File: src/rtl/speed_governor.sv
module speed_governor #(
  parameter int CNT_W = 8
) (
  input  logic             clk,
  input  logic             rst_n,
  input  logic             en,
  input  logic             vlow_raw,
  input  logic             pick_top,
  input  logic [CNT_W-1:0] deb_len,
  output logic [2:0]       lvd_sel,
  output logic [1:0]       por_sel,
  output logic             fast_sel,
  output logic [1:0]       status
);

  localparam logic [1:0] ST_SLOW   = 2'b00;
  localparam logic [1:0] ST_SETTLE = 2'b01;
  localparam logic [1:0] ST_THRESH = 2'b10;
  localparam logic [1:0] ST_FAST   = 2'b11;
  localparam logic [1:0] POR_LOW   = 2'b00;
  localparam logic [1:0] POR_HIGH  = 2'b10;

  logic [1:0]       st_q;
  logic [CNT_W-1:0] cnt_q;
  logic             drop_q;
  logic [2:0]       lvd_q;
  logic [1:0]       por_q;
  logic             fast_q;
  logic [CNT_W:0]   target;
  logic             deb_done;

  assign target   = (deb_len == '0) ? {{CNT_W{1'b0}}, 1'b1} : {1'b0, deb_len};
  assign deb_done = ({1'b0, cnt_q} + 1'b1) >= target;

  always_ff @(posedge clk or negedge rst_n) begin
    if (!rst_n) begin
      st_q   <= ST_SLOW;
      cnt_q  <= '0;
      drop_q <= 1'b0;
      lvd_q  <= 3'b000;
      por_q  <= POR_LOW;
      fast_q <= 1'b0;
    end else begin
      case (st_q)
        ST_SLOW: begin
          lvd_q <= 3'b000;
          cnt_q <= '0;
          if (en) begin
            lvd_q <= {2'b11, pick_top};
            st_q  <= ST_SETTLE;
          end
        end
        ST_SETTLE: begin
          if (!en) begin
            st_q  <= ST_SLOW;
            lvd_q <= 3'b000;
            cnt_q <= '0;
          end else if (vlow_raw) begin
            cnt_q <= '0;
          end else if (deb_done) begin
            por_q  <= POR_HIGH;
            st_q   <= ST_THRESH;
            drop_q <= 1'b0;
            cnt_q  <= '0;
          end else begin
            cnt_q <= cnt_q + 1'b1;
          end
        end
        ST_THRESH: begin
          if (drop_q || !en || vlow_raw) begin
            por_q  <= POR_LOW;
            st_q   <= ST_SETTLE;
            cnt_q  <= '0;
            drop_q <= 1'b0;
          end else begin
            fast_q <= 1'b1;
            st_q   <= ST_FAST;
          end
        end
        default: begin
          if (!en || vlow_raw) begin
            fast_q <= 1'b0;
            drop_q <= 1'b1;
            st_q   <= ST_THRESH;
          end
        end
      endcase
    end
  end

  assign lvd_sel  = lvd_q;
  assign por_sel  = por_q;
  assign fast_sel = fast_q;
  assign status   = st_q;

  AST_FAST_NEEDS_HIGH_POR: assert property (@(posedge clk) disable iff (!rst_n)
    fast_sel |-> por_sel == POR_HIGH);

  AST_POR_BEFORE_FAST: assert property (@(posedge clk) disable iff (!rst_n)
    $rose(fast_sel) |-> $past(por_sel) == POR_HIGH);

  AST_ONE_SELECT_CHANGE: assert property (@(posedge clk) disable iff (!rst_n)
    !(!$stable(fast_sel) && !$stable(por_sel)));

  AST_HIGH_POR_NEEDS_LVD: assert property (@(posedge clk) disable iff (!rst_n)
    por_sel == POR_HIGH |-> lvd_sel[2:1] == 2'b11);

  AST_POR_RAISE_ON_CLEAR: assert property (@(posedge clk) disable iff (!rst_n)
    (por_sel == POR_HIGH && $past(por_sel) != POR_HIGH) |-> !$past(vlow_raw));

  AST_DIP_DROPS_FAST: assert property (@(posedge clk) disable iff (!rst_n)
    (fast_sel && vlow_raw) |=> !fast_sel);

  AST_POR_FOLLOWS_DROP: assert property (@(posedge clk) disable iff (!rst_n)
    $fell(fast_sel) |=> por_sel == POR_LOW);

  AST_STATUS_FAST_MATCH: assert property (@(posedge clk) disable iff (!rst_n)
    fast_sel |-> status == ST_FAST);

endmodule

File: config.mk
export PLATFORM = sky130hd
export DESIGN_NAME = speed_governor
export DESIGN_NICKNAME = d
export VERILOG_FILES = /design/src/rtl/speed_governor.sv
export SDC_FILE = /design/constraint.sdc
export NUM_CORES = 1
export LEC_CHECK = 0
export BUFFER_PORTS_ARGS = -buffer_cell sky130_fd_sc_hd__buf_4
export CORE_MARGIN = 2
export CORE_UTILIZATION = 55
export DETAILED_ROUTE_END_ITERATION = 6
export PLACE_DENSITY = 0.78
export SLEW_MARGIN = 5
export SYNTH_ARGS = -nofsm -noshare
export SYNTH_HDL_FRONTEND = slang
export SYNTH_SLANG_ARGS = --single-unit
File: constraint.sdc
create_clock -name clk -period 2.95 [get_ports clk]
set_input_delay 0.59 -clock clk [delete_from_list [all_inputs] [get_ports clk]]
set_output_delay 0.59 -clock clk [all_outputs]
set_load 0.02 [all_outputs]
# Word-level counts from Yosys, hierarchy flattened
# Index checks and enable logic that the tools add are counted.
[op_classes]
addsub = 2
multipliers = 0
div_mod_pow = 0
magnitude_cmp = 1
eq_ne = 11
n_shift = 0
muxes = 28
bitwise = 2
reduce_logical = 19
[ops]
columns = ["op", "count"]
rows = [
  ["$mux W8", 5],
  ["$pmux W8 S3", 1],
  ["$mux W2", 8],
  ["$ne A2 B2 Y1 const B", 7],
  ["$add A8 B1 Y9 const B", 1],
  ["$ge A9 B8 Y1", 1],
  ["$add A8 B1 Y8 const B", 1],
  ["$logic_not A8 Y1", 1],
  ["$mux W1", 7],
  ["$mux W3", 2],
  ["$ne A3 B3 Y1 const B", 2],
  ["$pmux W2 S3", 1],
  ["$pmux W3 S2", 1],
  ["$reduce_and A6 Y1", 1],
  ["$reduce_bool A2 Y1", 3],
  ["$reduce_bool A3 Y1", 2],
  ["$reduce_and A5 Y1", 1],
  ["$pmux W2 S2", 1],
  ["$reduce_and A2 Y1", 2],
  ["$reduce_and A4 Y1", 1],
  ["$reduce_bool A4 Y1", 1],
  ["$logic_or A1 B1 Y1", 3],
  ["$pmux W1 S3", 1],
  ["$reduce_and A3 Y1", 1],
  ["other kinds (7)", 8],
]
[word_totals]
reg_bits = 17
latch_bits = 0
mem_bits_rw = 0
romBits = 0
mem_count = 0

# Logic depth before layout (Yosys ltp)
[depth]
word_depth = 7
depth_mapped = 12
ltp_nobuf = 11

# Worst setup path after synthesis
# Ideal clock, no wire load.
[synth_path]
path_type = "reg-to-reg"
from = "reg cnt_q[2]"
to = "reg cnt_q[7]"
arrival_time_ps = 2446
t_required_ps = 2855
path_slack_ps = 409
stages_incl_launch_ff = 12
path_cell_list = "dfrtp_1 -> and3_4 -> and3_2 -> and3_1 -> xnor2_1 -> inv_1 -> ha_1 -> and3_1 -> and3_1 -> a21oi_1 -> nand2_1 -> o31ai_1"
[synth_between]
elab_chain_cells = 6
elab_cells_between_ends = 7
cone_classes = "2 x add/sub; 1 x order compare; 4 x mux"
[synth_lines]
columns = ["element", "line_no", "rtl"]
rows = [
  ["start: declaration", "24", "logic [CNT_W-1:0] cnt_q;"],
  ["start signal: assignment", "66", "cnt_q <= cnt_q + 1'b1;"],
  ["$add A8 B1 Y9", "33", "assign deb_done = ({1'b0, cnt_q} + 1'b1) >= target;"],
  ["$ge A9 B8 Y1", "33", ""],
  ["$mux W8 (*)", "60", "end else if (deb_done) begin"],
  ["$mux W8 (*)", "58", "end else if (vlow_raw) begin"],
  ["$mux W8 (*)", "54", "if (!en) begin"],
  ["$pmux W8 S3 (*)", "44", "case (st_q)"],
]
# Every way passes the cells marked *; elsewhere a longest branch is shown, timed or not.
# A chain may end at the register's enable or synchronous reset.

# Final worst setup path
# Same ends and word-level chain as after synthesis.

==> impl_metrics.yaml <==
clock_network:
  clk_latency_ns: 0.28
  root_buffer: "clkbuf_4"
  cts_buffers: 3
  clockBufferDepth: 2
  postCtsSetupRepairBufs: 0
  path_clk_slew_ns: 0.09
  cts_tree: "built"
  cts.sinks: 15
  cts-htree-levels: 1
final_layout:
  diodes: 0
  ff_latch_area_um2: 375
  utilization: 0.646
  instances_no_fill: 186
  layout_common_cells: "nand2_1, buf_4, dfrtp_1"
  nNetsFinal: 185
  syn2layout_area_growth_pct: 13.7
  drive_gt1_frac: 0.184
  fillers: 203
  layout_commonest_cell: "nand2_1"
  multi_input_area_um2: 774
power:
  peakVddDrop_v: 0.000491
  power.leakage_nw: 0.718
  p_int_mw: 0.508
  p_comb_frac: 0.540
  swShare: 0.435
  clkPwrFrac: 0.133
  power_mw: 0.898
  seq_power_share: 0.327
  p_sw_mw: 0.390
  powerDensity_mw_per_mm2: 640
timing:
  finalMaxSlewViolations: 0
  timing.setup.tns_ns: 0
  finalCritPeriodShare: 0.944
  clock_skew_ns: 0.00134
  fmax_ghz: 0.359
  holdWs_ns: 0.144
  period_needed_ns: 2.78
  hold_viol: 0
  finalSetupViolCount: 0
placement:
  dp.cells: 182
  port_buffers: 19
  dp_hpwl_um: 1970
  place.gp.congestion: 0.893
global_routing:
  overflow: 0
  grt_max_degree: 16
  antenna_found_initial: 0
  grt_pass1_wl_um: 4250
  grt_pass1_vias: 937
  grt_util_all_layers: 0.212
routing:
  vias_per_cell: 5.66
  wl_um: 2540
  drtAntennaViolNets: 0
  drt_iter0_drc: 37
  drt-pass1-iter-count: 4
  drc: 0
  wl_per_cell_um: 13.6
  vias: 1052
logic_synthesis:
  yosysWarnings: 0
  yosysUniqueCellTypes: 37
  synth_area_per_cell_um2: 8.69
  netlist_instances: 142
  yosysTopAreaCell: "dfrtp_1"
  ys_seq_area_frac: 0.304
  ys_ff_latch: 15
  yosysTopAreaCellShare: 0.304
  yosys-top-cells-area: "dfrtp_1, ha_1, nand2_1"
  synth_nets: 168
  syn_area_mm2: 0.00123
critical_path:
  crit_family: "simple AND/OR/NAND/NOR gates"
  critPathMaxStageDelay_ns: 0.44
  path_max_fanout: 5
  endpoint_kind: "flip-flop"
  crit_buf_inv: 1
  crit_path_top_delay_cell: "dfrtp_1"
  cp.required_ns: 3.14
  cp_common_cell: "and3_1"
  cp-start-kind: "flip-flop"
  cp.arrival_ns: 2.97
  path_cells: "and3_4 -> and3_2 -> and3_1 -> xnor2_1 -> inv_1 -> ha_1 -> and3_1 -> and3_1 -> a21oi_2 -> nand2_1 -> o31ai_1"
  worstSetupPathType: "reg -> reg"
outcome:
  outcome: "finished, final reports clean"
floorplan:
  die_w_um: 51.4
  die_area_mm2: 0.00264
  row_count: 17
  start_util: 0.569
  io_pins: 21
  fp.coreArea_mm2: 0.00217
  die_h_um: 51.4
worst_hold_path:
  hold_path.class: "in -> async"
flow_run:
  maxCapViolations: 0
## synth_stat cells
cell type and n:
a211o_1 1, a21o_1 4, a21oi_1 10, a22o_1 3, a31oi_1 1, a31oi_4 2
a41o_1 1, and3_1 4, and3_2 1, and3_4 1, buf_2 3, buf_4 2
buf_6 1, clkbuf_2 1, conb_1 1, dfrtp_1 15, ha_1 13, inv_1 13
mux2i_1 4, nand2_1 23, nand2b_1 1, nand3_1 6, nand3_4 1, nand4_1 2
nor2_1 2, nor2b_1 3, nor3_1 1, nor3b_1 1, nor4_1 2, o211a_1 1
o21ai_0 7, o21bai_1 1, o221ai_1 1, o22ai_1 1, o31ai_1 2, xnor2_1 4
xor2_1 2
## kinds of logic after synthesis
logic type,count (synthesis),synth area share
DFF,15,0.304
adders and majority gates,13,0.132
buffers and inverters,20,0.0771
and+or+nand+nor,48,0.201
xor gates and xnor gates,6,0.0426
other,1,0.00304
muxes,4,0.0325
AOI/OAI and AO/OA,35,0.208
## layer usage
layer  up-vias  routed length (µm)  track usage
met3         4                 123       0.0322
met5         -                   0            0
met4         0                  20       0.0482
met1       497                1190        0.311
li1        527                   -            -
met2        24                1200        0.327
## registers in the layout, indices dropped and copies added, names as in the netlist
signal and cells:
fast_sel 1, cnt_q 8, lvd_sel 2, status 2
drop_q 1, por_sel 1
## worst reg2reg max path: cells and delay by family (launching register included)
family,cells,cell delay [ns]
AND/OR/NAND/NOR,6,1.19
AO/OA/AOI/OAI,2,0.50
flip-flops,1,0.44
adder cells (fa/ha/maj),1,0.31
XOR/XNOR,1,0.18
buffers and inverters,1,0.07
## power groups by stage
stage	clock network [mW]	logic [mW]	registers, mW
final	0.120	0.485	0.294
after detailed placement	0	0.483	0.297
after global routing	0.133	0.536	0.300
after floorplan	0	0.327	0.329
after CTS	0.124	0.485	0.293
after global placement	0	0.477	0.295
## cell type report
type	count	share of cell area
Inverter	13	0.0348
Sequential cell	15	0.268
Tap cell	28	0.0250
Multi-Input combinational cell	107	0.552
Clock buffer	4	0.0187
Timing Repair Buffer	19	0.102
## timing repair
action,in CTS,in global routing
gates resized for setup,0,3
setup endpoints to repair,0,7
hold buffers,0,0
## final timing paths
| check | to | cells past startpoint | slack, ns | start |
|---|---|---|---|---|
| hold / removal | lvd_sel[0]$_DFFE_PN0P_ | 1 | 0.14 | rst_n |
| hold reg to reg | fast_sel$_DFFE_PN0P_ | 1 | 0.54 | fast_sel$_DFFE_PN0P_ |
| max in group asynchronous | cnt_q[1]$_DFFE_PN0P_ | 1 | 2.63 | rst_n |
| min in group clk | fast_sel$_DFFE_PN0P_ | 1 | 0.54 | fast_sel$_DFFE_PN0P_ |
| setup reg to reg | cnt_q[7]$_DFFE_PN0P_ | 11 | 0.17 | cnt_q[2]$_DFFE_PN0P_ |
| setup / recovery | cnt_q[7]$_DFFE_PN0P_ | 11 | 0.17 | cnt_q[2]$_DFFE_PN0P_ |
## stage by stage
step | cell area (µm²) | setup WS (ns)
2_1_floorplan | 1230 | 0.409
3_3_place_gp | 1370 | 0.221
3_5_place_dp | 1370 | 0.108
4_1_cts | 1390 | 0.0994
5_1_grt | 1400 | -0.00909
6_report | 1400 | 0.166
Note: power is estimated with default switching activity, not from simulation.
